## src/rtl/ctx_tag_pkg.sv

```systemverilog
package ctx_tag_pkg;
  localparam int TAG_W = 8;

  typedef struct packed {
    logic [TAG_W-1:0] tag;
    logic             match;
    logic [TAG_W-1:0] killed;
    logic             agg;
  } tag_res_t;
endpackage

```

## src/rtl/ctx_tag_crc.sv

```systemverilog
module ctx_tag_crc #(
  parameter int            DW   = 32,
  parameter int            CW   = 8,
  parameter logic [CW-1:0] POLY = 8'h07,
  parameter logic [CW-1:0] SEED = 8'hFF
) (
  input  logic [DW-1:0] word_i,
  output logic [CW-1:0] crc_o
);
  // bit-serial walk, used only at elaboration to derive the XOR matrix
  function automatic logic [CW-1:0] walk(input logic [DW-1:0] d, input logic [CW-1:0] s);
    logic [CW-1:0] r;
    logic          fb;
    r = s;
    for (int k = DW-1; k >= 0; k--) begin
      fb = r[CW-1] ^ d[k];
      r  = {r[CW-2:0], 1'b0} ^ (fb ? POLY : '0);
    end
    return r;
  endfunction

  localparam logic [CW-1:0] SEED_RESP = walk('0, SEED);

  logic [CW-1:0] term [DW];

  for (genvar j = 0; j < DW; j++) begin : g_col
    localparam logic [DW-1:0] UNIT = DW'(1) << j;
    localparam logic [CW-1:0] RESP = walk(UNIT, '0);
    assign term[j] = word_i[j] ? RESP : '0;
  end

  always_comb begin
    crc_o = SEED_RESP;
    for (int j = 0; j < DW; j++) crc_o = crc_o ^ term[j];
  end
endmodule

```

## src/rtl/ctx_tag_form.sv

```systemverilog
module ctx_tag_form
  import ctx_tag_pkg::*;
#(
  parameter int FLD_W  = 4,
  parameter int AGG_LO = 2,
  parameter int AGG_HI = 4
) (
  input  logic [TAG_W-1:0] crc_i,
  input  logic [TAG_W-1:0] stored_i,
  input  logic [FLD_W-1:0] region_i,
  output tag_res_t         res_o
);
  localparam int MK = TAG_W - 1;

  logic [TAG_W-1:0] tag;

  assign tag           = {1'b1, crc_i[MK-1:0]};
  assign res_o.tag     = tag;
  assign res_o.match   = (stored_i == tag);
  assign res_o.killed  = {1'b0, stored_i[MK-1:0]};
  assign res_o.agg     = (region_i == FLD_W'(AGG_LO)) || (region_i == FLD_W'(AGG_HI));
endmodule

```

## src/rtl/ctx_tag_stage.sv

```systemverilog
module ctx_tag_stage
  import ctx_tag_pkg::*;
(
  input  logic     clk,
  input  logic     rst_n,
  input  logic     in_valid,
  output logic     in_ready,
  input  tag_res_t res_i,
  output logic     out_valid,
  input  logic     out_ready,
  output tag_res_t res_o
);
  logic vld_q;

  assign in_ready  = !vld_q || out_ready;
  assign out_valid = vld_q;

  always_ff @(posedge clk or negedge rst_n) begin
    if (!rst_n) begin
      vld_q <= 1'b0;
      res_o <= '0;
    end else if (in_ready) begin
      vld_q <= in_valid;
      if (in_valid) res_o <= res_i;
    end
  end
endmodule

```

## src/rtl/ctx_tag_unit.sv

```systemverilog
module ctx_tag_unit
  import ctx_tag_pkg::*;
#(
  parameter int CID_W = 24,
  parameter int FLD_W = 4
) (
  input  logic             clk,
  input  logic             rst_n,
  input  logic             in_valid,
  output logic             in_ready,
  input  logic [CID_W-1:0] cid,
  input  logic [FLD_W-1:0] region,
  input  logic [FLD_W-1:0] ctype,
  input  logic [TAG_W-1:0] stored_tag,
  output logic             out_valid,
  input  logic             out_ready,
  output logic [TAG_W-1:0] tag_o,
  output logic             match_o,
  output logic [TAG_W-1:0] killed_o,
  output logic             agg_o
);
  localparam int DW = CID_W + 2*FLD_W;

  logic [DW-1:0]    word;
  logic [TAG_W-1:0] crc;
  tag_res_t         res_d, res_q;

  // R1 packing
  assign word = {cid, region, ctype};

  ctx_tag_crc #(.DW(DW), .CW(TAG_W), .POLY(8'h07), .SEED(8'hFF)) crc_i (
    .word_i (word),
    .crc_o  (crc)
  );

  ctx_tag_form #(.FLD_W(FLD_W)) form_i (
    .crc_i    (crc),
    .stored_i (stored_tag),
    .region_i (region),
    .res_o    (res_d)
  );

  ctx_tag_stage stage_i (
    .clk       (clk),
    .rst_n     (rst_n),
    .in_valid  (in_valid),
    .in_ready  (in_ready),
    .res_i     (res_d),
    .out_valid (out_valid),
    .out_ready (out_ready),
    .res_o     (res_q)
  );

  assign tag_o    = res_q.tag;
  assign match_o  = res_q.match;
  assign killed_o = res_q.killed;
  assign agg_o    = res_q.agg;
endmodule

```

## config.mk

```make
export PLATFORM = sky130hd
export DESIGN_NAME = ctx_tag_unit
export DESIGN_NICKNAME = d
export VERILOG_FILES = /design/src/rtl/ctx_tag_pkg.sv /design/src/rtl/ctx_tag_crc.sv /design/src/rtl/ctx_tag_form.sv /design/src/rtl/ctx_tag_stage.sv /design/src/rtl/ctx_tag_unit.sv
export SDC_FILE = /design/constraint.sdc
export NUM_CORES = 1
export LEC_CHECK = 0
export ABC_AREA = 1
export BUFFER_PORTS_ARGS = -buffer_cell sky130_fd_sc_hd__buf_2
export CORE_MARGIN = 4
export CORE_UTILIZATION = 40
export CTS_CLUSTER_SIZE = 10
export DETAILED_ROUTE_END_ITERATION = 7
export GPL_TIMING_DRIVEN = 0
export HOLD_SLACK_MARGIN = 0.1
export PLACE_DENSITY_LB_ADDON = 0.2
export REMOVE_ABC_BUFFERS = 1
export SLEW_MARGIN = 10
export SYNTH_ARGS = -nofsm -noshare
export SYNTH_HDL_FRONTEND = slang
export SYNTH_HIERARCHICAL = 1
export SYNTH_SLANG_ARGS = --single-unit
```

## constraint.sdc

```tcl
create_clock -name clk -period 2.3 [get_ports clk]
set_input_delay 0.46 -clock clk [delete_from_list [all_inputs] [get_ports clk]]
set_output_delay 0.46 -clock clk [all_outputs]
set_load 0.02 [all_outputs]
```

==> impl_metrics.json, run 1 <==
{
  "cap_violations": 0,
  "viasPerCell": 4.37,
  "fp.coreArea_um2": 5990,
  "setup-violations-final": 0,
  "ir_drop_uv": 339,
  "cts_tree": "yes",
  "gr-total-overflow": 0,
  "slowest_stage": "xnor2_2",
  "holdWs_ns": 0.141,
  "fp.dieW_um": 87.1,
  "rrSetupSlack_ns": 1.22,
  "crit_type": "in -> reg",
  "cts_root_buffer": "clkbuf_8",
  "ys_warn_count": 6,
  "start_kind": "primary input",
  "firstDrtPassIters": 4,
  "finClkSkew_ns": 0.00202,
  "hold_class": "in -> async",
  "grt_pass1_wl_um": 8960,
  "required_ns": 2.49,
  "critPathArrivalTime_ns": 2.06,
  "insertion_delay_ns": 0.25,
  "path_buf_inv": 4,
  "fmax_mhz": 536,
  "pwr_density_cell_nw_per_um2": 540,
  "drt_first_iter_violations": 90,
  "crit_top_cell": "nand2_1",
  "synthCells": 413,
  "nNetsFinal": 493,
  "numPortBuffers": 63,
  "postCtsResizedCells": 0,
  "ctsHtreeMaxLevel": 1,
  "avgRoutedWirePerCell_um": 10.4,
  "start_util_pct": 41.8,
  "timing.rr.end": "stage_i/res_o[6]",
  "cp_max_fo": 6,
  "reg2regPathDepth": 4,
  "fin_area_um2": 2710,
  "antenna_found_initial": 0,
  "avgSynthCellArea_um2": 6.07,
  "ant_nets": 0,
  "rows": 28,
  "critPathMaxStageDelay_ns": 0.32,
  "grt_pass1_vias": 2003,
  "rsz0062_at_grt": "no",
  "tns_ns": 0,
  "status": "finished clean",
  "end_kind": "register",
  "r2r_start": "stage_i/out_valid",
  "cts_buffer_depth": 2,
  "wl_um": 5460,
  "dieArea_um2": 7590,
  "cts_hold_buffers": 0,
  "vias": 2287,
  "track_usage_pct": 14.5,
  "drc": 0,
  "post_cts_buffers": 0,
  "n_antenna_cell": 0,
  "finalHoldViolCount": 0,
  "placed_area_um2": 2660,
  "dieHeight_um": 87.1,
  "grt_max_degree": 22,
  "hpwl_um": 4610,
  "io_pins": 64,
  "area_growth_syn_to_layout_pct": 8.09,
  "gp_congestion": 0.924,
  "final.min_clock_period_ns": 1.86,
  "p_leak_nw": 1.71,
  "cts.sinks": 19,
  "synth_area_um2": 2500,
  "cp_cell_sequence": "buf_2, xnor2_2, inv_1, nand2_1, nand2_1, nand2_1, nand2_1, nand2_1, inv_1, nor2_1, inv_1, nand2_1, nand2_1, nor2_1, nand2_1, nor2_1, nand3_1, nand2_1",
  "drv_slew": 0,
  "drive_above_1_share_pct": 17.2,
  "clk_pin_slew_worst_paths_ns": 0.07,
  "crit_family": "simple AND/OR/NAND/NOR gates",
  "period_share_pct": 81.1,
  "cts_buffers": 3
}
[registers in the layout (all words and copies together), names as in the netlist]
register           flops
stage_i/out_valid      1
stage_i/res_o         18
[how the worst max path moves through the flow]
stage | endpoint | slack [ns] | cells past startpoint | from
2_1_floorplan | stage_i/res_o[9] | 0.59 | 17 | cid[8]
3_3_place_gp | stage_i/res_o[9] | 0.17 | 17 | region[2]
3_5_place_dp | stage_i/res_o[9] | 0.17 | 17 | region[2]
4_1_cts | stage_i/res_o[9] | 0.44 | 17 | region[2]
5_1_grt | stage_i/res_o[9] | 0.15 | 15 | cid[8]
6_report | stage_i/res_o[9] | 0.44 | 18 | cid[7]
[worst register-to-register path, stage by stage (launching register included)]
cell and delay (ns):
dfrtp_1 0.41, nand2_4 0.24, nand2_8 0.17, nand2_1 0.11
nand2_1 0.05
[per-stage QoR]
step | utilization [%] | std cells | total power [mW] | worst slack [ns]
5_1_grt | 45.2 | 523 | 1.60 | 0.154
6_report | 45.2 | 523 | 1.46 | 0.436
4_1_cts | 45.2 | 523 | 1.48 | 0.435
3_3_place_gp | 44.4 | 519 | 1.23 | 0.174
2_1_floorplan | - | 381 | 0.995 | 0.586
3_5_place_dp | 44.4 | 519 | 1.25 | 0.169
[layout by cell type (no fill, tap or decap), drive strengths merged]
cell type  instances
nand4              1
nand2b             2
nor4               1
nor2              19
nand3             34
inv               54
xor2              27
nand3b             2
xnor2             32
clkbuf             4
conb               2
dfrtp             19
buf               63
nand2            188
[layout make-up]
cell class / count / area, um2
clock buffer: 4 / 45.0
multi-input combinational: 308 / 1580
timing repair buffer: 63 / 315
sequential: 19 / 475
inverter: 54 / 203
fill: 671 / 3280
tap: 75 / 93.8
[where the power goes]
part	switching (mW)	leakage [nW]	internal (mW)
Sequential	0.0346	0.235	0.398
Combinational	0.501	1.45	0.297
Clock	0.107	0.0228	0.123
Total	0.643	1.71	0.818
[layer usage]
| layer | track usage [%] | wire length [um] | up-vias |
|---|---|---|---|
| li1 | - | - | 1266 |
| met1 | 19.3 | 2660 | 990 |
| met2 | 25.7 | 2600 | 29 |
| met3 | 2.27 | 185 | 2 |
| met4 | 1.26 | 19 | 0 |
| met5 | 0 | 0 | - |
No activity file was read; power rests on OpenSTA's default activity.
==> run 2, diff against run 1 <==
- clock period: 2.3 -> 1.7 ns (I/O delays scaled with it)
==> run 2 against run 1 <==
Via count grew 3.8%. Flip-flop and latch count is the same. Critical path depth shrank 4. Clock-buffer cell count is the same. Worst hold slack gained 0.20 ns. Die area is the same. Critical path type unchanged. Highest routed layer unchanged.
==> impl_metrics.json, run 2 (synthesis gave the netlist of run 1 again) <==
{
  "status": "finished clean",
  "vias": 2373,
  "regMostFlops": "stage_i/res_o",
  "dieHeight_um": 87.1,
  "required_ns": 1.89,
  "placed_area_um2": 2660,
  "ir_drop_uv": 462,
  "slowest_stage": "xor2_2",
  "n_antenna_cell": 0,
  "setup-violations-final": 0,
  "start_util_pct": 41.8,
  "drive_above_1_share_pct": 28.9,
  "cts.sinks": 19,
  "cts_root_buffer": "clkbuf_8",
  "crit_top_cell": "nand2_1",
  "ant_nets": 0,
  "track_usage_pct": 14.8,
  "pwr_density_cell_nw_per_um2": 707,
  "hold_class": "in -> reg",
  "wl_um": 5720,
  "tns_ns": 0,
  "area_growth_syn_to_layout_pct": 23.1,
  "timing.final.ws_setup_ns": 0.0589,
  "gr-total-overflow": 0,
  "drc": 0,
  "finalHoldViolCount": 0,
  "layout_common_cells": "159 x nand2_1, 49 x inv_1, 49 x buf_2",
  "final.min_clock_period_ns": 1.64,
  "grt_pass1_wl_um": 9120,
  "avgRoutedWirePerCell_um": 10.8,
  "insertion_delay_ns": 0.25,
  "cts_buffers": 3,
  "fin_area_um2": 3080,
  "clk_pin_slew_worst_paths_ns": 0.07,
  "dieArea_um2": 7590,
  "numPortBuffers": 63,
  "finClkSkew_ns": 0.00268,
  "cap_violations": 0,
  "rrSetupSlack_ns": 0.63,
  "path_buf_inv": 2,
  "ctsHtreeMaxLevel": 1,
  "drv_slew": 0,
  "largest_reg_flops": 18,
  "cts_tree": "yes",
  "crit_type": "in -> reg",
  "grt_max_degree": 22,
  "crit_family": "simple AND/OR/NAND/NOR gates",
  "layout_commonest_cell": "nand2_1",
  "holdWs_ns": 0.338,
  "io_pins": 64,
  "dp_slack_ns": -0.311,
  "period_share_pct": 96.5,
  "critPathArrivalTime_ns": 1.83,
  "hpwl_um": 4610,
  "nNetsFinal": 498,
  "grt_pass1_vias": 2052,
  "fp.dieW_um": 87.1,
  "cp_cell_sequence": "buf_2, xnor2_1, nand2_1, nand2_2, xor2_2, xor2_2, nand2_1, inv_1, nor2_1, nor2_2, nand2_1, nor2_1, nand3_1, nand2_1",
  "viasPerCell": 4.49,
  "start_kind": "primary input",
  "rsz0062_at_grt": "yes",
  "cp_max_fo": 3,
  "gp_congestion": 0.924,
  "rows": 28,
  "firstDrtPassIters": 4,
  "drt_first_iter_violations": 77,
  "p_leak_nw": 1.83,
  "critPathMaxStageDelay_ns": 0.21,
  "cts_buffer_depth": 2,
  "antenna_found_initial": 0,
  "end_kind": "register",
  "fmax_mhz": 609,
  "fp.coreArea_um2": 5990
}
[run 2: cell count changes in the layout (fill, tap and decap cells not counted), moves of 7 or more]
cell / before / now
nand2_2: 4 / 25
xnor2_1: 30 / 20
buf_2: 63 / 49
xnor2_2: 2 / 10
xor2_1: 26 / 16
xor2_2: 1 / 9
nand2_1: 181 / 159
buf_4: 0 / 7
[run 2: layout make-up]
type / count / area, um2
inverter: 54 / 205
timing repair buffer: 68 / 420
sequential: 19 / 475
multi-input combinational: 308 / 1840
clock buffer: 4 / 45.0
tap: 75 / 93.8
fill: 630 / 2910
[run 2: per-layer routing]
layer  vias to the layer above  part of all wire [%]  track usage [%]
met4                         0                  0.91             1.95
li1                       1271                     -                -
met5                         -                     0                0
met3                         4                   4.4             2.27
met1                      1049                    45             19.3
met2                        49                    50             26.4
[run 2: worst register-to-register path, cell delays in order, from the launching register on]
cell	delay, ns
dfrtp_1	0.41
nand2_4	0.24
nand2_8	0.17
nand2_1	0.10
nand2_1	0.05
[run 2: power breakdown]
part / internal (mW) / switching (mW)
logic: 0.523 / 0.758
clock network: 0.166 / 0.145
registers: 0.539 / 0.0467
[run 2: worst paths after layout]
| check | startpoint | end | depth (start not counted) |
|---|---|---|---|
| setup / recovery | cid[2] | stage_i/res_o[9] | 14 |
| hold / removal | stored_tag[5] | stage_i/res_o[6] | 3 |
| setup reg to reg | stage_i/out_valid | stage_i/res_o[9] | 4 |
| hold reg to reg | stage_i/res_o[3] | stage_i/res_o[3] | 2 |
| max in group asynchronous | rst_n | stage_i/res_o[9] | 2 |
| min in group asynchronous | rst_n | stage_i/res_o[8] | 2 |
[run 2: metrics by stage]
step / cells / utilization (%) / power [mW]
3_5_place_dp: 519 / 44.4 / 1.69
2_1_floorplan: 381 / - / 1.35
3_3_place_gp: 519 / 44.4 / 1.67
6_report: 528 / 51.5 / 2.18
5_1_grt: 528 / 51.5 / 2.37
4_1_cts: 527 / 46.8 / 2.07
[run 2: what timing repair did]
item | CTS | global route
setup buffers | 3 | 1
resized for setup | 8 | 79
pin swaps | 1 | 32
hold buffers | 1 | 0
hold endpoints to repair | 19 | 0
endpoints found under the setup margin | 1 | 2
==> run 3, diff against run 2 <==
- CORE_ASPECT_RATIO: unset -> 0.9
- CORE_UTILIZATION: 40 -> 50
- SETUP_SLACK_MARGIN: unset -> 0.15
==> run 3 against run 2 <==
Wire length is 6.9% higher. Critical path depth increased by 3. Via count increased by 2.5%. Cell count is 1.1% lower. Critical path type unchanged. Largest cell class unchanged. Largest power group unchanged. Highest routed layer unchanged.
==> impl_metrics.json, run 3 (synthesis gave the netlist of run 1 again) <==
{
  "status": "finished clean",
  "track_usage_pct": 20.3,
  "numPortBuffers": 63,
  "wl_um": 6110,
  "grt_pass1_wl_um": 9830,
  "layout_common_cells": "150 x nand2_1, 46 x inv_1, 43 x buf_2",
  "area_growth_syn_to_layout_pct": 27.6,
  "ir_drop_uv": 408,
  "gr-total-overflow": 0,
  "insertion_delay_ns": 0.26,
  "n_antenna_cell": 0,
  "post-route-util_pct": 66.1,
  "clk_pin_slew_worst_paths_ns": 0.07,
  "final.min_clock_period_ns": 1.67,
  "drt_first_iter_violations": 67,
  "vias": 2433,
  "gp_congestion": 0.791,
  "cts_tree": "yes",
  "finalNonFillerCells": 522,
  "drv_slew": 0,
  "hold_class": "in -> reg",
  "finClkSkew_ns": 0.00178,
  "fmax_mhz": 600,
  "io_pins": 64,
  "cp_max_fo": 4,
  "finalHoldViolCount": 0,
  "nNetsFinal": 502,
  "start_kind": "primary input",
  "viasPerCell": 4.66,
  "grt_max_degree": 22,
  "finalPower_mw": 2.30,
  "ctsHtreeMaxLevel": 1,
  "critPathArrivalTime_ns": 1.87,
  "avgRoutedWirePerCell_um": 11.7,
  "cts_root_buffer": "clkbuf_8",
  "cts_buffer_depth": 2,
  "required_ns": 1.90,
  "firstDrtPassIters": 4,
  "dieArea_um2": 6210,
  "nFillCells": 453,
  "grt_pass1_vias": 2263,
  "crit_type": "in -> reg",
  "largest_reg_flops": 18,
  "rows": 24,
  "hpwl_um": 4530,
  "drive_above_1_share_pct": 31.5,
  "p_leak_nw": 1.88,
  "ant_nets": 0,
  "antenna_found_initial": 0,
  "pwr_density_cell_nw_per_um2": 720,
  "regMostFlops": "stage_i/res_o",
  "cap_violations": 0,
  "rsz0062_at_grt": "yes",
  "layout_commonest_cell": "nand2_1",
  "dp.cells": 509,
  "dieHeight_um": 75.1,
  "end_kind": "register",
  "cts.sinks": 19,
  "fp.dieW_um": 82.6,
  "fp.coreArea_um2": 4830,
  "drc": 0,
  "period_share_pct": 98.0,
  "cts_buffers": 3,
  "setup-violations-final": 0,
  "start_util_pct": 51.8
}
## run 3: changes by cell type in the layout (fill, tap and decap cells not counted), moves of 2 or more
cell / change
nor2_4: +2
nor2_2: -2
inv_1: -3
inv_2: +2
nand2_2: +8
buf_4: +5
clkbuf_4: -4
buf_2: -6
buf_12: +2
buf_6: +6
xor2_1: +3
nand2_1: -9
xor2_2: -3
## run 3: routing by layer
metal	part of all wire (%)	global-route usage [%]
met1	43	26.1
met2	51	36.7
met3	5.5	3.95
met4	0.16	1.81
met5	0	0
## run 3: what timing repair did
action,CTS,global route
gates resized for setup,61,53
hold buffers,1,0
buffers inserted,6,2
hold endpoints to repair,19,0
setup endpoints to repair,1,3
pin swaps,34,24
## run 3: layout make-up
cell class | count | area, um2 | area share, %
inverter | 54 | 208 | 6.50
multi-input combinational | 308 | 1870 | 58.4
clock buffer | 4 | 45.0 | 1.41
sequential | 19 | 475 | 14.9
timing repair buffer | 72 | 520 | 16.3
tap | 65 | 81.3 | 2.54
## run 3: metrics by stage
stage	hold WS (ns)	setup WS [ns]	TNS (ns)	instance area [um2]
4_1_cts	0.327	0.148	0	3010
2_1_floorplan	0.0444	0.106	0	2250
6_report	0.327	0.0340	0	3200
3_5_place_dp	0.308	-0.357	-0.357	2650
5_1_grt	0.355	-0.119	-0.119	3200
3_3_place_gp	0.300	-0.330	-0.330	2650
## run 3: power breakdown
part | switching, mW | internal [mW] | leakage, nW
clock network | 0.157 | 0.167 | 0.0228
logic | 0.803 | 0.589 | 1.62
registers | 0.0487 | 0.539 | 0.235
total | 1.01 | 1.29 | 1.88
## run 3: path summary, 6_finish.rpt
path	end	depth (start not counted)	slack, ns	start
min in group asynchronous	stage_i/res_o[17]	2	0.55	rst_n
worst max-delay path	stage_i/res_o[9]	17	0.03	cid[5]
max in group asynchronous	stage_i/res_o[1]	2	0.85	rst_n
worst min-delay path	stage_i/res_o[5]	3	0.33	stored_tag[4]
worst max register to register	stage_i/res_o[11]	4	0.65	stage_i/out_valid
worst min register to register	stage_i/res_o[17]	2	0.46	stage_i/res_o[17]
## run 3: critical path: stages
cell and delay [ns]:
buf_6 0.11, xnor2_4 0.24, buf_6 0.13, nand2b_1 0.05, nand2_1 0.07, nand2_1 0.06
nand2_2 0.11, nor2_4 0.05, nor2_4 0.12, inv_2 0.05, nand2_2 0.05, nand2_1 0.04
nor2_1 0.09, nand2_1 0.06, nor2_1 0.13, nand3_1 0.08, nand2_1 0.08
